===== config.mk =====
export PLATFORM = sky130hd
export DESIGN_NAME = ctx_stack_seq
export DESIGN_NICKNAME = d
export VERILOG_FILES = /design/src/rtl/ctx_stack_pkg.sv /design/src/rtl/ctx_step_decode.sv /design/src/rtl/ctx_bus_drive.sv /design/src/rtl/ctx_load_unit.sv /design/src/rtl/ctx_stack_seq.sv
export SDC_FILE = /design/constraint.sdc
export NUM_CORES = 1
export LEC_CHECK = 0
export CORE_UTILIZATION = 35
export DETAILED_ROUTE_END_ITERATION = 7
export SYNTH_ARGS = -nofsm -noshare
export SYNTH_HDL_FRONTEND = slang
export SYNTH_SLANG_ARGS = --single-unit

===== constraint.sdc =====
create_clock -name clk -period 5 [get_ports clk]
set_input_delay 1 -clock clk [delete_from_list [all_inputs] [get_ports clk]]
set_output_delay 1 -clock clk [all_outputs]
set_load 0.05 [all_outputs]

===== src/rtl/ctx_stack_pkg.sv =====
package ctx_stack_pkg;

    localparam int DW     = 8;
    localparam int AW     = 2 * DW;
    localparam int STEP_W = 4;
    localparam int OFF_W  = 4;

    typedef logic [DW-1:0] byte_t;
    typedef logic [AW-1:0] word_t;

    typedef enum logic [2:0] {
        CMD_SWI  = 3'd0,
        CMD_RTI  = 3'd1,
        CMD_WAI  = 3'd2,
        CMD_RTS  = 3'd3,
        CMD_PSHA = 3'd4,
        CMD_PSHB = 3'd5,
        CMD_PULA = 3'd6,
        CMD_PULB = 3'd7
    } cmd_e;

    typedef enum logic [1:0] {BUS_NONE, BUS_WR, BUS_RD} bus_e;

    // order of the first seven entries equals the frame write order
    typedef enum logic [2:0] {
        SRC_PCL, SRC_PCH, SRC_XL, SRC_XH, SRC_A, SRC_B, SRC_FLG, SRC_ACC
    } src_e;

    typedef enum logic [3:0] {
        DST_NONE, DST_FLG, DST_A, DST_B, DST_HOLD, DST_X, DST_PC, DST_ACC, DST_FLGMASK
    } dst_e;

    typedef struct packed {
        word_t pc;
        word_t x;
        byte_t a;
        byte_t b;
        byte_t flg;
        word_t sp;
    } ctx_t;

    typedef struct packed {
        bus_e                    bus;
        logic                    vec;
        logic signed [OFF_W-1:0] off;
        src_e                    src;
        dst_e                    dst;
        logic                    sp_upd;
        logic signed [OFF_W-1:0] sp_adj;
        logic                    hold;
        logic                    last;
    } step_t;

    function automatic word_t sext_off(input logic signed [OFF_W-1:0] v);
        return {{(AW-OFF_W){v[OFF_W-1]}}, v};
    endfunction

    // action taken by one command in one step
    function automatic step_t plan_step(input cmd_e c, input logic [STEP_W-1:0] s);
        step_t t;
        t        = '0;
        t.bus    = BUS_NONE;
        t.src    = SRC_PCL;
        t.dst    = DST_NONE;
        case (c)
            CMD_SWI, CMD_WAI: begin
                if (s <= 4'd6) begin
                    t.bus = BUS_WR;
                    t.off = -$signed({1'b0, s[2:0]});
                    t.src = src_e'(s[2:0]);
                end else if (s == 4'd7) begin
                    t.sp_upd = 1'b1;
                    t.sp_adj = -4'sd7;
                    if (c == CMD_SWI) t.dst = DST_FLGMASK;
                end else if (c == CMD_SWI) begin
                    if (s == 4'd8) begin
                        t.bus = BUS_RD; t.vec = 1'b1; t.off = 4'sd0; t.dst = DST_HOLD;
                    end else if (s == 4'd9) begin
                        t.bus = BUS_RD; t.vec = 1'b1; t.off = 4'sd1; t.dst = DST_PC;
                    end else if (s == 4'd11) begin
                        t.last = 1'b1;
                    end
                end else begin
                    if (s == 4'd8) begin
                        t.hold = 1'b1;
                        t.dst  = DST_FLGMASK;
                    end else if (s == 4'd9) begin
                        t.last = 1'b1;
                    end
                end
            end
            CMD_RTI: begin
                if (s >= 4'd1 && s <= 4'd7) begin
                    t.bus = BUS_RD;
                    t.off = $signed({1'b0, s[2:0]});
                    case (s[2:0])
                        3'd1:    t.dst = DST_FLG;
                        3'd2:    t.dst = DST_B;
                        3'd3:    t.dst = DST_A;
                        3'd5:    t.dst = DST_X;
                        3'd7:    t.dst = DST_PC;
                        default: t.dst = DST_HOLD;
                    endcase
                end else if (s == 4'd8) begin
                    t.sp_upd = 1'b1;
                    t.sp_adj = 4'sd7;
                end else if (s == 4'd9) begin
                    t.last = 1'b1;
                end
            end
            CMD_RTS: begin
                if (s == 4'd1) begin
                    t.bus = BUS_RD; t.off = 4'sd1; t.dst = DST_HOLD;
                end else if (s == 4'd2) begin
                    t.bus = BUS_RD; t.off = 4'sd2; t.dst = DST_PC;
                end else if (s == 4'd3) begin
                    t.sp_upd = 1'b1; t.sp_adj = 4'sd2;
                end else if (s == 4'd4) begin
                    t.last = 1'b1;
                end
            end
            CMD_PSHA, CMD_PSHB: begin
                if (s == 4'd0) begin
                    t.bus = BUS_WR; t.off = 4'sd0; t.src = SRC_ACC;
                end else if (s == 4'd1) begin
                    t.sp_upd = 1'b1; t.sp_adj = -4'sd1;
                end else if (s == 4'd3) begin
                    t.last = 1'b1;
                end
            end
            default: begin
                if (s == 4'd1) begin
                    t.bus = BUS_RD; t.off = 4'sd1; t.dst = DST_ACC;
                end else if (s == 4'd2) begin
                    t.sp_upd = 1'b1; t.sp_adj = 4'sd1;
                end else if (s == 4'd3) begin
                    t.last = 1'b1;
                end
            end
        endcase
        return t;
    endfunction

endpackage


===== src/rtl/ctx_step_decode.sv =====
module ctx_step_decode
    import ctx_stack_pkg::*;
(
    input  cmd_e              cmd,
    input  logic [STEP_W-1:0] step,
    output step_t             act
);
    assign act = plan_step(cmd, step);
endmodule


===== src/rtl/ctx_bus_drive.sv =====
module ctx_bus_drive
    import ctx_stack_pkg::*;
#(
    parameter word_t VEC_ADDR = 16'hFFFA
) (
    input  logic                    active,
    input  bus_e                    bus,
    input  logic                    vec,
    input  logic signed [OFF_W-1:0] off,
    input  src_e                    src,
    input  logic                    acc_b,
    input  ctx_t                    ctx,
    output word_t                   addr,
    output byte_t                   wdata,
    output logic                    we,
    output logic                    re
);
    word_t base;

    always_comb begin
        base  = vec ? VEC_ADDR : ctx.sp;
        we    = active && (bus == BUS_WR);
        re    = active && (bus == BUS_RD);
        addr  = (we || re) ? base + sext_off(off) : '0;
        wdata = '0;
        if (we) begin
            case (src)
                SRC_PCL: wdata = ctx.pc[DW-1:0];
                SRC_PCH: wdata = ctx.pc[AW-1:DW];
                SRC_XL:  wdata = ctx.x[DW-1:0];
                SRC_XH:  wdata = ctx.x[AW-1:DW];
                SRC_A:   wdata = ctx.a;
                SRC_B:   wdata = ctx.b;
                SRC_FLG: wdata = ctx.flg;
                default: wdata = acc_b ? ctx.b : ctx.a;
            endcase
        end
    end
endmodule


===== src/rtl/ctx_load_unit.sv =====
module ctx_load_unit
    import ctx_stack_pkg::*;
#(
    parameter int MASK_BIT = 4
) (
    input  logic                    clk,
    input  logic                    rst,
    input  logic                    apply,
    input  dst_e                    dst,
    input  logic                    sp_upd,
    input  logic signed [OFF_W-1:0] sp_adj,
    input  logic                    acc_b,
    input  word_t                   sp_base,
    input  byte_t                   flg_base,
    input  byte_t                   rdata,
    output logic                    pc_ld,
    output word_t                   pc_val,
    output logic                    x_ld,
    output word_t                   x_val,
    output logic                    a_ld,
    output byte_t                   a_val,
    output logic                    b_ld,
    output byte_t                   b_val,
    output logic                    flg_ld,
    output byte_t                   flg_val,
    output logic                    sp_ld,
    output word_t                   sp_val
);
    localparam byte_t MASK_ONE = byte_t'(1) << MASK_BIT;

    byte_t hold_q;
    logic  to_b;

    assign to_b = (dst == DST_B) || (dst == DST_ACC && acc_b);

    always_ff @(posedge clk) begin
        if (rst) begin
            hold_q <= '0;
            pc_ld  <= 1'b0; pc_val  <= '0;
            x_ld   <= 1'b0; x_val   <= '0;
            a_ld   <= 1'b0; a_val   <= '0;
            b_ld   <= 1'b0; b_val   <= '0;
            flg_ld <= 1'b0; flg_val <= '0;
            sp_ld  <= 1'b0; sp_val  <= '0;
        end else begin
            pc_ld  <= 1'b0;
            x_ld   <= 1'b0;
            a_ld   <= 1'b0;
            b_ld   <= 1'b0;
            flg_ld <= 1'b0;
            sp_ld  <= 1'b0;
            if (apply) begin
                if (sp_upd) begin
                    sp_ld  <= 1'b1;
                    sp_val <= sp_base + sext_off(sp_adj);
                end
                case (dst)
                    DST_FLG: begin
                        flg_ld <= 1'b1; flg_val <= rdata;
                    end
                    DST_FLGMASK: begin
                        flg_ld <= 1'b1; flg_val <= flg_base | MASK_ONE;
                    end
                    DST_A, DST_B, DST_ACC: begin
                        if (to_b) begin
                            b_ld <= 1'b1; b_val <= rdata;
                        end else begin
                            a_ld <= 1'b1; a_val <= rdata;
                        end
                    end
                    DST_HOLD: hold_q <= rdata;
                    DST_X: begin
                        x_ld <= 1'b1; x_val <= {hold_q, rdata};
                    end
                    DST_PC: begin
                        pc_ld <= 1'b1; pc_val <= {hold_q, rdata};
                    end
                    default: ;
                endcase
            end
        end
    end
endmodule


===== src/rtl/ctx_stack_seq.sv =====
module ctx_stack_seq
    import ctx_stack_pkg::*;
#(
    parameter logic [15:0] VEC_ADDR = 16'hFFFA,
    parameter int          MASK_BIT = 4
) (
    input  logic        clk,
    input  logic        rst,
    input  logic        cmd_valid,
    input  logic [2:0]  cmd,
    input  logic [15:0] pc_in,
    input  logic [15:0] x_in,
    input  logic [7:0]  a_in,
    input  logic [7:0]  b_in,
    input  logic [7:0]  flg_in,
    input  logic [15:0] sp_in,
    input  logic        irq,
    input  logic        nmi,
    input  logic [7:0]  mem_rdata,
    output logic        busy,
    output logic        done,
    output logic [15:0] mem_addr,
    output logic [7:0]  mem_wdata,
    output logic        mem_we,
    output logic        mem_re,
    output logic        pc_ld,
    output logic [15:0] pc_out,
    output logic        x_ld,
    output logic [15:0] x_out,
    output logic        a_ld,
    output logic [7:0]  a_out,
    output logic        b_ld,
    output logic [7:0]  b_out,
    output logic        flg_ld,
    output logic [7:0]  flg_out,
    output logic        sp_ld,
    output logic [15:0] sp_out
);
    cmd_e              cmd_q;
    logic [STEP_W-1:0] step_q;
    ctx_t              ctx_q;
    step_t             act;
    logic              masked;
    logic              wake;
    logic              in_wait;
    logic              advance;
    logic              acc_b;

    assign acc_b   = cmd_q[0];
    assign masked  = ctx_q.flg[MASK_BIT];
    assign wake    = nmi || (irq && !masked);
    assign in_wait = busy && act.hold;
    assign advance = busy && !(in_wait && !wake);

    always_ff @(posedge clk) begin
        if (rst) begin
            busy   <= 1'b0;
            done   <= 1'b0;
            step_q <= '0;
            cmd_q  <= CMD_SWI;
            ctx_q  <= '0;
        end else begin
            done <= 1'b0;
            if (!busy) begin
                if (cmd_valid) begin
                    busy   <= 1'b1;
                    step_q <= '0;
                    cmd_q  <= cmd_e'(cmd);
                    ctx_q  <= '{pc: pc_in, x: x_in, a: a_in, b: b_in, flg: flg_in, sp: sp_in};
                end
            end else if (advance) begin
                if (act.last) begin
                    busy <= 1'b0;
                    done <= 1'b1;
                end else begin
                    step_q <= step_q + 1'b1;
                end
            end
        end
    end

    ctx_step_decode u_dec (
        .cmd  (cmd_q),
        .step (step_q),
        .act  (act)
    );

    ctx_bus_drive #(.VEC_ADDR(VEC_ADDR)) u_bus (
        .active (busy),
        .bus    (act.bus),
        .vec    (act.vec),
        .off    (act.off),
        .src    (act.src),
        .acc_b  (acc_b),
        .ctx    (ctx_q),
        .addr   (mem_addr),
        .wdata  (mem_wdata),
        .we     (mem_we),
        .re     (mem_re)
    );

    ctx_load_unit #(.MASK_BIT(MASK_BIT)) u_load (
        .clk      (clk),
        .rst      (rst),
        .apply    (advance),
        .dst      (act.dst),
        .sp_upd   (act.sp_upd),
        .sp_adj   (act.sp_adj),
        .acc_b    (acc_b),
        .sp_base  (ctx_q.sp),
        .flg_base (ctx_q.flg),
        .rdata    (mem_rdata),
        .pc_ld    (pc_ld),
        .pc_val   (pc_out),
        .x_ld     (x_ld),
        .x_val    (x_out),
        .a_ld     (a_ld),
        .a_val    (a_out),
        .b_ld     (b_ld),
        .b_val    (b_out),
        .flg_ld   (flg_ld),
        .flg_val  (flg_out),
        .sp_ld    (sp_ld),
        .sp_val   (sp_out)
    );
endmodule


Yosys cells after proc, flatten, opt, wreduce, memory -nomap -nowiden
Cells that the tools add are included.

cells by class
  $add $sub $neg = 4
  eq/ne operators = 36
  bitwise gates (word level) = 4
  multiplexer cells = 88
  reductions and logical operators = 35
  $lt $le $gt $ge = 3

operators with widths
  cell                                           count
  one-hot mux 8 bit (7 select lines)             1
  2-to-1 mux 5 bit                               10
  2-to-1 mux 4 bit                               12
  2-to-1 mux 1 bit                               34
  adder 16 bit                                   2
  2-to-1 mux 16 bit                              2
  one-hot mux 4 bit (4 select lines)             2
  2-to-1 mux 7 bit                               4
  == test 4 x 3 -> 1 bit, second input constant  6
  == test 3 bit, second input constant           7
  2-to-1 mux 3 bit                               7
  one-hot mux 5 bit (4 select lines)             1
  == test 3 x 2 -> 1 bit, second input constant  6
  == test 4 x 2 -> 1 bit, second input constant  4
  == test 4 bit, second input constant           4
  2-to-1 mux 8 bit                               2
  one-hot mux 8 bit (2 select lines)             1
  one-hot mux 3 bit (5 select lines)             1
  2-to-1 mux 2 bit                               7
  AND reduction 2 bit                            6
  2-to-1 mux 11 bit                              1
  == test 3 x 1 -> 1 bit, second input constant  3
  AND reduction 3 bit                            3
  OR reduction 3 bit                             3
  20 further kinds                               41

storage, ports and cells
  logic and storage cells = 193
  bits in registers = 167
  bits of input ports = 88
  output and inout port bits = 106

Depth between registers and ports, before layout
Gate-level depths: netlist (run 1).

  depth in word-level cells = 14
  mapped depth = 17

By module
A second synthesis (run 1) with hierarchy kept.

second synthesis, totals
  cells, all modules = 1146
  area total of the unflattened synthesis = 9108.7 um^2

by module, submodules not included
  module           cells an instance  area each (um^2)  times used
  ctx_load_unit    454                3877.5            1
  ctx_stack_seq    358                2870.3            1
  ctx_bus_drive    241                1674.1            1
  ctx_step_decode  93                 686.9             1

Worst setup path after synthesis (run 1)
No wires, ideal clock.

  path type = flip-flop to output port
  start = reg step_q[0]
  end = out mem_addr[13]
  required time = 4000 ps
  path buffers = 2
  arrival = 4133 ps
  cell stages (with the launch flop) = 17
  slack = -133 ps
  cells stage by stage = dfxtp_1 -> clkbuf_1 -> inv_1 -> ha_1 -> nand3b_1 -> and3_1 -> clkbuf_1 -> nand2_1 -> a21bo_2 -> o31ai_1 -> ha_1 -> o21ai_0 -> o21a_1 -> o21a_1 -> o31ai_1 -> nor3_1 -> nor3_1

between the ends
  cells in the longest elaborated chain, start to end = 11

RTL lines
  element                                                                RTL line             RTL
  from (decl)                                                            ctx_stack_seq.sv:40  logic [STEP_W-1:0] step_q;
  from (signal assigned)                                                 ctx_stack_seq.sv:76  step_q <= step_q + 1'b1;
  parallel branches: the longest is 10 deep, another holds adder 16 bit  --
  2-to-1 mux 16 bit *                                                    ctx_bus_drive.sv:24  addr = (we || re) ? base + sext_off(off) : '0;
  to (decl)                                                              ctx_stack_seq.sv:22  output logic [15:0] mem_addr,

Every way passes the cells marked *.

Worst setup path in the final report (run 1)
  start = reg step_q[1]
  end = out mem_addr[15]

The elaborated chain is that of the path after synthesis.

==> results of run 1 <==
-- cell type report --
cell class / instances / area (um2)
tap: 330 / 413
clock buffer: 19 / 443
clock inverter: 12 / 113
inverter: 20 / 78.8
timing repair buffer: 226 / 2270
multi-input combinational: 856 / 5410
fill: 2481 / 13200
sequential: 167 / 3350
-- worst max-delay path, cell delays in order, from the launching register on --
cell and delay [ns]:
sky130_fd_sc_hd__dfxtp_2 0.42, sky130_fd_sc_hd__inv_1 0.15, sky130_fd_sc_hd__ha_4 0.25, sky130_fd_sc_hd__nor2_1 0.14, sky130_fd_sc_hd__nor3_2 0.09, sky130_fd_sc_hd__buf_4 0.16
sky130_fd_sc_hd__buf_4 0.15, sky130_fd_sc_hd__or2_2 0.27, sky130_fd_sc_hd__ha_1 0.34, sky130_fd_sc_hd__o21ai_1 0.11, sky130_fd_sc_hd__o21a_2 0.24, sky130_fd_sc_hd__o21a_1 0.23
sky130_fd_sc_hd__o31ai_2 0.25, sky130_fd_sc_hd__o21ai_0 0.16, sky130_fd_sc_hd__mux2_2 0.32, sky130_fd_sc_hd__buf_12 0.15
-- per-stage QoR --
| stage | cell area, um2 | setup TNS (ns) | total power [uW] |
|---|---|---|---|
| 5_1_grt | 12100 | -0.0730 | 3360 |
| 4_1_cts | 12000 | 0 | 3250 |
| 3_5_place_dp | 11400 | 0 | 1980 |
| 6_report | 12100 | 0 | 3230 |
| 2_1_floorplan | 9090 | 0 | 1760 |
| 3_3_place_gp | 11400 | 0 | 1980 |
-- cells by family (layout without fill, tap and decap cells) --
logic type                 after synthesis  after routing  synth area share (%)
and+or+nand+nor                        440            440                  22.0
AOI/OAI and AO/OA                      274            274                  20.1
DFF                                    167            167                  36.8
muxes                                   90             90                  9.99
buffers and inverters                   88            277                  4.35
adders and majority gates               38             38                  5.40
xor gates and xnor gates                14             14                  1.35
-- final timing paths --
check / to / slack [ns] / depth (start not counted)
hold / removal: u_load.sp_val[2] / 0.45 / 2
setup reg to reg: u_load.sp_val[12] / 0.99 / 13
setup / recovery: mem_addr[15] / 0.13 / 15
hold reg to reg: u_load.sp_val[2] / 0.45 / 2
-- Yosys cell counts (3+ instances only) --
cell type | n | area share, %
sky130_fd_sc_hd__nand2_1 | 218 | 9.0
sky130_fd_sc_hd__dfxtp_1 | 167 | 37
sky130_fd_sc_hd__a21oi_1 | 120 | 6.6
sky130_fd_sc_hd__nor2_1 | 97 | 4.0
sky130_fd_sc_hd__mux2i_1 | 85 | 9.4
sky130_fd_sc_hd__clkbuf_1 | 43 | 1.8
sky130_fd_sc_hd__ha_1 | 36 | 5.0
sky130_fd_sc_hd__o21ai_0 | 26 | 1.4
sky130_fd_sc_hd__inv_1 | 19 | 0.79
sky130_fd_sc_hd__nor3_1 | 19 | 1.0
sky130_fd_sc_hd__o21a_1 | 18 | 1.5
sky130_fd_sc_hd__or2_2 | 18 | 1.2
sky130_fd_sc_hd__nand3_1 | 17 | 0.94
sky130_fd_sc_hd__a211oi_1 | 16 | 1.3
sky130_fd_sc_hd__a21o_1 | 16 | 1.3
sky130_fd_sc_hd__buf_2 | 13 | 0.72
sky130_fd_sc_hd__nor2b_1 | 13 | 0.90
sky130_fd_sc_hd__nand2b_1 | 11 | 0.76
sky130_fd_sc_hd__a221oi_1 | 9 | 0.87
sky130_fd_sc_hd__o211ai_1 | 8 | 0.66
sky130_fd_sc_hd__xnor2_1 | 8 | 0.77
sky130_fd_sc_hd__nand3b_1 | 6 | 0.50
sky130_fd_sc_hd__xor2_1 | 6 | 0.58
sky130_fd_sc_hd__buf_6 | 5 | 0.62
sky130_fd_sc_hd__mux2_2 | 5 | 0.62
sky130_fd_sc_hd__nor3b_1 | 5 | 0.41
sky130_fd_sc_hd__a211o_1 | 4 | 0.39
sky130_fd_sc_hd__a31oi_1 | 4 | 0.28
sky130_fd_sc_hd__and2_1 | 4 | 0.28
sky130_fd_sc_hd__and3_1 | 4 | 0.28
sky130_fd_sc_hd__buf_1 | 4 | 0.17
sky130_fd_sc_hd__o31ai_1 | 4 | 0.33
sky130_fd_sc_hd__or3_1 | 4 | 0.28
sky130_fd_sc_hd__a21boi_0 | 3 | 0.25
sky130_fd_sc_hd__buf_4 | 3 | 0.25
sky130_fd_sc_hd__nand4_1 | 3 | 0.21
sky130_fd_sc_hd__o2111ai_1 | 3 | 0.29
sky130_fd_sc_hd__or4_1 | 3 | 0.25
sky130_fd_sc_hd__or4b_1 | 3 | 0.33
-- power by group --
group	internal [uW]	total [uW]	switching (uW)
clock network	667	1270	599
logic	233	553	320
registers	1370	1410	38.5
-- repair_timing --
action,in CTS,in global routing
hold buffers,0,0
buffers inserted,0,5
resized for setup,4,18
setup endpoints to repair,9,11
pin swaps,0,3
endpoints found under the hold margin,0,0
-- flip-flops by register name (all words and copies together) (netlist names), 8 cells and up --
name and count:
u_load.a_val 8, u_load.pc_val 16, ctx_q 72, u_load.x_val 16, u_load.sp_val 16, u_load.b_val 8
u_load.flg_val 8, u_load.hold_q 8
-- layout by cell type (no fill, tap or decap), drive strengths merged, types with 4 or more instances in the layout --
cell	netlist	final
or3	4	4
nor3b	5	5
and3	4	4
dfxtp	167	167
or2	19	19
and2	4	4
nand2	218	218
o21a	18	18
o31ai	5	5
xor2	6	6
ha	36	36
buf	25	52
o21ai	29	29
clkbuf	43	19
mux2i	85	85
mux2	5	5
nor2	97	97
nand3b	6	6
nor3	20	20
xnor2	8	8
a211o	4	4
nand2b	11	11
a21o	16	16
nor2b	13	13
a31oi	5	5
or4b	4	4
clkinv	1	6
a211oi	18	18
o211ai	8	8
inv	19	25
a21oi	122	122
nand3	18	18
a221oi	10	10
clkdlybuf4s50	0	172
-- metal layers --
layer	GRT usage, %	vias to the layer above	wire length, um
met4	8.03	0	742
met5	0	-	0
met1	26.8	3908	12600
met3	3.38	54	1180
met2	35.5	226	13400
li1	-	4263	-
==> metrics.json, run 1 <==
{
  "synth": {
    "synth.ff_latch_count": 167,
    "synth_async_sr_flop_share_pct": 0,
    "synth_area_um2": 9080,
    "synth_cell_types": 85,
    "postSynth.topFlopCell": "sky130_fd_sc_hd__dfxtp_1",
    "seq_area_frac_synth_pct": 36.8,
    "yosysWarnings": 0,
    "post_synth_edffs": 0,
    "syn_avg_cell_area_um2": 8.17,
    "mappedNetlistNets": 1237,
    "synthCells": 1111
  },
  "finish": {
    "nNetsFinal": 1414,
    "area_growth_pct": 33.1,
    "post_layout_nonfiller_instances": 1630,
    "antennaDiodeCount": 0,
    "drive_gt1_share_pct": 11.1,
    "postLayoutCoreUtil_pct": 47.7
  },
  "placed_design": {
    "detailed_place_hpwl_mm": 20.6,
    "gp_routability_congestion": 0.883,
    "placed_cells": 1594,
    "pre_cts_setup_slack_ns": 0.238,
    "buffers_added_on_ports": 193
  },
  "global_route": {
    "grt_first_pass_wirelength_mm": 43.6,
    "grt.total_usage_pct": 21.0,
    "grt_remaining_overflow": 0,
    "pin_count_of_the_biggest_net_entering_global_routing": 80,
    "grt_pass1_vias": 8097,
    "initial_antenna_violation_count": 0
  },
  "run_status": {
    "outcome": "finished clean"
  },
  "critical_path": {
    "cp-startpoint": "step_q[1]",
    "critical_path.endpoint_type": "primary output",
    "crit_arrival_ns": 3.87,
    "worst_setup_path_start_kind": "register",
    "critical_path.max_fanout": 15,
    "start_to_end_type_of_the_worst_setup_path": "reg -> out",
    "worstPathRequired_ns": 4.00,
    "worst_r2r_startpoint": "step_q[0]"
  },
  "route": {
    "vias_per_cell": 5.18,
    "first_pass_iters": 5,
    "route.detailed.wl_per_inst_um": 17.1,
    "post-route-drc-count": 0,
    "final_antenna_net_count": 0,
    "routed-via-count": 8451,
    "drtIter0Drc": 659,
    "drt-total-wl_mm": 27.9
  },
  "power": {
    "p_per_area_nw_per_um2": 267,
    "vdd_drop_max_v": 0.000181,
    "static-leakage-power_uw": 0.00503
  },
  "clocking": {
    "cts_inserted_buffers": 17,
    "worst_setup_hold_path_clk_slew_ns": 0.06,
    "cts_tree": "yes",
    "clkLatencyLatePin_ns": 0.43,
    "cts_max_path_buffers": 2,
    "cts_htree_levels": 4,
    "cts_root_buffer": "sky130_fd_sc_hd__clkbuf_16",
    "clock-sinks": 167
  },
  "floorplan": {
    "ios": 194,
    "die-height_um": 163,
    "fp-row-count": 58,
    "die_width_um": 163,
    "coreArea_um2": 25300,
    "floorplan.die_area_um2": 26600,
    "start_util_pct": 35.9
  },
  "sta": {
    "max_clock_freq_mhz": 206,
    "report.final.hold_viol_count": 0,
    "final.period_utilization_pct": 97.3,
    "finalWorstSetupSlack_ns": 0.134,
    "fin_worst_hold_slack_ns": 0.449,
    "finClkSkew_ns": 0.0106,
    "timing_max_transition_violations_final": 0,
    "layout_min_cycle_time_ns": 4.87,
    "worstMarginPinSlew_ns": 1.06,
    "slew-limit-headroom_pct": 29.2,
    "finalSetupViolations": 0,
    "grt_setup_unrepaired": "yes"
  },
  "min_path": {
    "hp_class": "reg -> reg",
    "timing.hold.worst.start": "u_load.sp_val[2]"
  },
  "flow_run": {
    "maxCapViolations": 0
  }
}
Note: power is estimated with default switching activity, not from simulation.
==> inputs of run 2 (changes only) <==
--- a/config.mk
+++ b/config.mk
@@ -9,4 +9,5 @@
 export DETAILED_ROUTE_END_ITERATION = 7
 export SYNTH_ARGS = -nofsm -noshare
 export SYNTH_HDL_FRONTEND = slang
+export SYNTH_HIERARCHICAL = 1
 export SYNTH_SLANG_ARGS = --single-unit
==> run 2 against run 1 <==
  * Core utilization is 0.51 points lower
  * First-iteration DRC count is 26% lower
  * Hold slack better by 0.0027 ns
  * Global-route usage is 0.38 points lower
  * Cell count is 0.92% higher
  * Non-clock buffer count is 14 lower
  * Die area is 0.29% higher
  * Synthesized cell count is 3.2% higher
  * Clock-buffer cell count is 2 lower
==> metrics.json, run 2 <==
{
  "floorplan": {
    "die_width_um": 163,
    "start_util_pct": 36.0,
    "ios": 194,
    "fp-row-count": 58,
    "die-height_um": 163,
    "coreArea_um2": 25300,
    "floorplan.die_area_um2": 26700
  },
  "global_route": {
    "global_route.usage.met1_pct": 27.2,
    "grt_remaining_overflow": 0,
    "use_met3_pct": 4.06,
    "grt_pass1_vias": 8113,
    "pin_count_of_the_biggest_net_entering_global_routing": 171,
    "grt_first_pass_wirelength_mm": 43.3,
    "met2_usage_pct": 34.1,
    "routing_layer_with_the_top_usage_in_global_route": "met2",
    "grt.total_usage_pct": 20.7,
    "initial_antenna_violation_count": 0
  },
  "sta": {
    "timing.setup.tns_ns": 0,
    "slew-limit-headroom_pct": 22.9,
    "grt_setup_unrepaired": "no",
    "timing_max_transition_violations_final": 0,
    "worstMarginPinSlew_ns": 1.16,
    "final.period_utilization_pct": 95.5,
    "finClkSkew_ns": 0.0117,
    "layout_min_cycle_time_ns": 4.78,
    "max_clock_freq_mhz": 209,
    "report.final.hold_viol_count": 0,
    "finalSetupViolations": 0
  },
  "power": {
    "vdd_drop_max_v": 0.000176,
    "p_per_area_nw_per_um2": 274,
    "static-leakage-power_uw": 0.00454,
    "power_uw": 3280
  },
  "finish": {
    "antennaDiodeCount": 0,
    "drive_gt1_share_pct": 10.2,
    "nNetsFinal": 1431,
    "layout_commonest_cell": "sky130_fd_sc_hd__nand2_1",
    "filler_cell_count": 2443,
    "post_layout_nonfiller_instances": 1645,
    "layout_common_cells": "sky130_fd_sc_hd__nand2_1, sky130_fd_sc_hd__clkdlybuf4s50_1, sky130_fd_sc_hd__dfxtp_1",
    "max_flop_register": "ctx_q",
    "largest_reg_flops": 72,
    "area_growth_pct": 31.2
  },
  "clocking": {
    "clkLatencyLatePin_ns": 0.43,
    "cts_htree_levels": 4,
    "cts_inserted_buffers": 17,
    "clock-sinks": 167,
    "cts_max_path_buffers": 2,
    "cts_root_buffer": "sky130_fd_sc_hd__clkbuf_16",
    "cts_tree": "yes",
    "worst_setup_hold_path_clk_slew_ns": 0.07
  },
  "synth": {
    "synth_async_sr_flop_share_pct": 0,
    "netlist.top_cell.by_area": "sky130_fd_sc_hd__dfxtp_1",
    "postSynth.topFlopCell": "sky130_fd_sc_hd__dfxtp_1",
    "netlist_top_cells_area": "sky130_fd_sc_hd__dfxtp_1, sky130_fd_sc_hd__nand2_1, sky130_fd_sc_hd__a21oi_1",
    "synth_area_um2": 9110,
    "synth.ff_latch_count": 167,
    "syn_avg_cell_area_um2": 7.95,
    "synth_most_common_cell": "sky130_fd_sc_hd__nand2_1",
    "synth_commonest_cells": "sky130_fd_sc_hd__nand2_1, sky130_fd_sc_hd__dfxtp_1, sky130_fd_sc_hd__a21oi_1",
    "mappedNetlistNets": 1275,
    "seq_area_frac_synth_pct": 36.7,
    "yosysWarnings": 6,
    "synthCells": 1146,
    "post_synth_edffs": 0,
    "synth_cell_types": 88,
    "post-synth-top-area-fraction_pct": 36.7
  },
  "critical_path": {
    "critPathMaxStageDelay_ns": 0.81,
    "cp_num_buf_inv": 4,
    "worst_r2r_startpoint": "step_q[0]",
    "crit_path_end": "mem_addr[0]",
    "critical_path.endpoint_type": "primary output",
    "crit_arrival_ns": 3.78,
    "crit_path_cell_trace": "buf_4 -> ha_1 -> buf_4 -> or3b_4 -> nand2_2 -> nand3_1 -> or2_2 -> inv_1 -> or2_2 -> and2_1 -> clkdlybuf4s50_1",
    "worst_setup_path_start_kind": "register",
    "critical_path.max_fanout": 14,
    "critical_path_cell_count": 11,
    "worstPathRequired_ns": 4.00,
    "worstRegToRegCells": 13,
    "cpLargestDelayFamily": "simple AND/OR/NAND/NOR gates",
    "timing.reg2reg.setup_slack_ns": 1.50,
    "critical-path-slowest-cell": "sky130_fd_sc_hd__clkdlybuf4s50_1",
    "cp-startpoint": "step_q[0]",
    "crit-reg2reg-capture": "u_load/sp_val[8]",
    "start_to_end_type_of_the_worst_setup_path": "reg -> out"
  },
  "route": {
    "final_antenna_net_count": 0,
    "first_pass_iters": 5,
    "drt-total-wl_mm": 27.2,
    "route.detailed.wl_per_inst_um": 16.5,
    "vias_per_cell": 5.15,
    "routed-via-count": 8473,
    "drtIter0Drc": 486,
    "post-route-drc-count": 0
  },
  "placed_design": {
    "placed_cells": 1613,
    "gp_routability_congestion": 0.879,
    "detailed_place_hpwl_mm": 19.8,
    "buffers_added_on_ports": 193
  },
  "flow_run": {
    "maxCapViolations": 0
  },
  "run_status": {
    "outcome": "finished clean"
  },
  "min_path": {
    "hp_class": "reg -> reg",
    "whs_path_depth": 2
  }
}
## run 2: cell types whose count changed after synthesis, sizes merged, moves of 6 or more
cell | previous run | this run
clkbuf | 43 | 33
nand4 | 3 | 10
a21oi | 122 | 155
o21a | 18 | 12
buf | 25 | 42
nand2b | 11 | 5
nor2 | 97 | 74
mux2i | 85 | 49
nand2 | 218 | 276
## run 2: layout make-up
type	instances	area, um2	area share (%)
multi-input cells	885	5360	44.8
clock buffers	17	425	3.56
inverters	19	71.3	0.597
well taps	330	413	3.45
flip-flops and latches	167	3340	28.0
repair buffers	212	2150	18.0
clock inverters	15	186	1.56
## run 2: worst min-delay path by stage
stage	start	to	slack (ns)
2_1_floorplan	ctx_q[50]	ctx_q[50]	0.43
3_3_place_gp	ctx_q[50]	ctx_q[50]	0.44
3_5_place_dp	ctx_q[50]	ctx_q[50]	0.45
4_1_cts	ctx_q[50]	ctx_q[50]	0.46
5_1_grt	ctx_q[68]	ctx_q[68]	0.47
6_report	u_load/sp_val[3]	u_load/sp_val[3]	0.45
## run 2: layer usage
metal	share of wire [%]	up-vias
met5	0	-
met4	1.3	0
met3	5.7	22
met2	47	231
met1	45	3908
li1	-	4312
## run 2: repair_timing
action	CTS	global route
setup endpoints to repair	2	5
setup buffers	0	0
hold buffers	0	0
resized for setup	1	5
## run 2: metrics by stage
| step | worst slack, ns | utilization, % | hold WS (ns) | area, um2 |
|---|---|---|---|---|
| after floorplan | 0.0391 | - | 0.433 | 9120 |
| after global placement | 0.482 | 44.7 | 0.438 | 11300 |
| after detailed placement | 0.389 | 44.7 | 0.446 | 11300 |
| after CTS | 0.0749 | 47.1 | 0.455 | 11900 |
| after global routing | 0.00513 | 47.2 | 0.468 | 12000 |
| final | 0.224 | 47.2 | 0.452 | 12000 |
## run 2: worst register-to-register path, stage by stage (launching register included)
cell and delay [ns]:
sky130_fd_sc_hd__dfxtp_1 0.32, sky130_fd_sc_hd__buf_4 0.17, sky130_fd_sc_hd__ha_1 0.21, sky130_fd_sc_hd__buf_4 0.18
sky130_fd_sc_hd__nor2b_2 0.18, sky130_fd_sc_hd__a32oi_1 0.37, sky130_fd_sc_hd__nand3_1 0.15, sky130_fd_sc_hd__ha_1 0.25
sky130_fd_sc_hd__fa_1 0.43, sky130_fd_sc_hd__a21oi_1 0.23, sky130_fd_sc_hd__o22a_1 0.24, sky130_fd_sc_hd__a21oi_1 0.09
sky130_fd_sc_hd__or3_1 0.33, sky130_fd_sc_hd__a32o_1 0.26
## run 2: power breakdown
group / switching (uW) / internal [uW] / leakage (uW)
clock network: 634 / 719 / 0.000293
registers: 27.9 / 1370 / 0.00136
logic: 313 / 222 / 0.00289
## run 2: cell families (layout without fill, tap and decap cells)
kind of cell	after synthesis	count (layout)	share of synthesized area (%)
and+or+nand+nor	490	490	25.4
AOI/OAI and AO/OA	286	286	19.5
DFF	167	167	36.7
buffers and inverters	94	263	4.86
muxes	55	55	6.50
adders and majority gates	41	41	5.80
xor gates and xnor gates	13	13	1.25
==> inputs of run 3 (changes only) <==
--- a/config.mk
+++ b/config.mk
@@ -7,6 +7,7 @@
 export LEC_CHECK = 0
 export CORE_UTILIZATION = 35
 export DETAILED_ROUTE_END_ITERATION = 7
+export GPL_ROUTABILITY_DRIVEN = 0
 export SYNTH_ARGS = -nofsm -noshare
 export SYNTH_HDL_FRONTEND = slang
 export SYNTH_HIERARCHICAL = 1
==> run 3 against run 2 <==
  * Die area stayed put
  * Worst setup slack worse by 0.040 ns
  * Clock power barely moved
  * Hold slack improved by 0.0014 ns
  * Cell count fell by 0.12%
  * Core utilization is essentially flat
  * Critical endpoint is now mem_addr[15]
==> metrics.json, run 3 (synthesis gave the netlist of run 2 again) <==
{
  "run_status": {
    "outcome": "finished clean"
  },
  "clocking": {
    "clock-sinks": 167,
    "cts_tree": "yes",
    "cts_htree_levels": 4,
    "worst_setup_hold_path_clk_slew_ns": 0.07,
    "cts_inserted_buffers": 17,
    "cts_root_buffer": "sky130_fd_sc_hd__clkbuf_16",
    "clkLatencyLatePin_ns": 0.44,
    "post_cts_hold_buffers": 0,
    "cts_setup_buffers": 0,
    "cts_max_path_buffers": 2
  },
  "sta": {
    "final.period_utilization_pct": 96.3,
    "report.final.hold_viol_count": 0,
    "timing.setup.tns_ns": 0,
    "finClkSkew_ns": 0.00938,
    "timing_max_transition_violations_final": 0,
    "slew-limit-headroom_pct": 24.0,
    "finalSetupViolations": 0,
    "max_clock_freq_mhz": 208,
    "fin_worst_hold_slack_ns": 0.453,
    "finalWorstSetupSlack_ns": 0.185,
    "grt_setup_unrepaired": "no",
    "worstMarginPinSlew_ns": 1.14,
    "layout_min_cycle_time_ns": 4.82
  },
  "route": {
    "route.detailed.wl_per_inst_um": 16.5,
    "final_antenna_net_count": 0,
    "drt-total-wl_mm": 27.1,
    "post-route-drc-count": 0,
    "vias_per_cell": 5.22,
    "routed-via-count": 8579,
    "first_pass_iters": 6,
    "drtIter0Drc": 573
  },
  "critical_path": {
    "timing.reg2reg.setup_slack_ns": 1.55,
    "critical-path-slowest-cell": "sky130_fd_sc_hd__dfxtp_2",
    "crit_arrival_ns": 3.82,
    "critical_path.max_fanout": 16,
    "critical_path.most_common_cell": "sky130_fd_sc_hd__ha_1",
    "worst_r2r_startpoint": "step_q[1]",
    "cp-startpoint": "step_q[1]",
    "crit-reg2reg-capture": "u_load/pc_val[7]",
    "crit_path_end": "mem_addr[15]",
    "critical_path.endpoint_type": "primary output",
    "critPathMaxStageDelay_ns": 0.39,
    "crit_path_cell_trace": "inv_1 -> ha_1 -> o2111ai_1 -> inv_2 -> or2_2 -> ha_1 -> nand2_1 -> a211o_1 -> and2_4 -> o41ai_4 -> mux2i_1 -> buf_12",
    "worstPathRequired_ns": 4.00,
    "start_to_end_type_of_the_worst_setup_path": "reg -> out",
    "worst_setup_path_start_kind": "register",
    "worstRegToRegCells": 9
  },
  "floorplan": {
    "coreArea_um2": 25300,
    "ios": 194,
    "start_util_pct": 36.0,
    "die_width_um": 163,
    "fp-row-count": 58,
    "die-height_um": 163,
    "floorplan.die_area_um2": 26700
  },
  "finish": {
    "nNetsFinal": 1429,
    "layout_common_cells": "sky130_fd_sc_hd__nand2_1, sky130_fd_sc_hd__clkdlybuf4s50_1, sky130_fd_sc_hd__dfxtp_1",
    "max_flop_register": "ctx_q",
    "layout_commonest_cell": "sky130_fd_sc_hd__nand2_1",
    "antennaDiodeCount": 0,
    "multi_input_area_um2": 5370,
    "postLayoutCoreUtil_pct": 47.2,
    "drive_gt1_share_pct": 10.4,
    "largest_reg_flops": 72,
    "seqCellArea_um2": 3350,
    "filler_cell_count": 2500,
    "area_growth_pct": 31.1
  },
  "global_route": {
    "pin_count_of_the_biggest_net_entering_global_routing": 123,
    "grt_pass1_vias": 8047,
    "initial_antenna_violation_count": 0,
    "grt_remaining_overflow": 0,
    "grt_first_pass_wirelength_mm": 42.7,
    "grt.total_usage_pct": 20.3
  },
  "placed_design": {
    "pre_cts_setup_slack_ns": 0.362,
    "buffers_added_on_ports": 193,
    "detailed_place_hpwl_mm": 19.6
  },
  "power": {
    "vdd_drop_max_v": 0.000156,
    "p_per_area_nw_per_um2": 274,
    "power_uw": 3280,
    "static-leakage-power_uw": 0.00452
  },
  "flow_run": {
    "maxCapViolations": 0
  },
  "min_path": {
    "hp_class": "reg -> reg"
  }
}
run 3: what timing repair did:
item,in CTS,in global routing
endpoints found under the hold margin,0,0
gates resized for setup,1,9
cloned,0,0
setup endpoints to repair,3,7
run 3: cell type report:
class | instances | area share [%]
clock buffers | 17 | 3.56
repair buffers | 210 | 17.9
flip-flops and latches | 167 | 28.0
multi-input cells | 885 | 45.0
clock inverters | 15 | 1.51
well taps | 330 | 3.46
inverters | 19 | 0.597
run 3: power breakdown:
group / internal (uW) / leakage (uW) / switching, uW
clock: 716 / 0.000283 / 632
sequential: 1370 / 0.00136 / 29.1
combinational: 222 / 0.00288 / 312
run 3: worst min path at each step:
stage / end / cells after the start / startpoint / slack (ns)
after floorplan: ctx_q[50] / 2 / ctx_q[50] / 0.43
after CTS: u_load/x_val[6] / 2 / u_load/x_val[6] / 0.46
after detailed placement: u_load/x_val[6] / 2 / u_load/x_val[6] / 0.45
after global routing: ctx_q[45] / 2 / ctx_q[45] / 0.47
after global placement: ctx_q[50] / 2 / ctx_q[50] / 0.44
final: u_load/x_val[6] / 2 / u_load/x_val[6] / 0.45
run 3: metal layers:
layer  track usage [%]  vias up  share of wire, %
li1                  -     4304                 -
met1              26.5     4007                45
met2              33.7      247                48
met3              4.24       21               5.4
met4              4.97        0               1.4
met5                 0        -                 0
run 3: critical path, delay by kind of cell (launching register included):
| kind | cells | cell delay, ns |
|---|---|---|
| and+or+nand+nor | 3 | 0.60 |
| buffers and inverters | 3 | 0.48 |
| DFF | 1 | 0.39 |
| adders and majority gates | 2 | 0.58 |
| muxes | 1 | 0.37 |
| AOI/OAI and AO/OA | 3 | 0.96 |
run 3: per-stage QoR:
step	instances	instance area [um2]
after detailed placement	1611	11300
after global routing	1643	11900
after CTS	1643	11900
after global placement	1611	11300
final	1643	11900
after floorplan	1146	9120
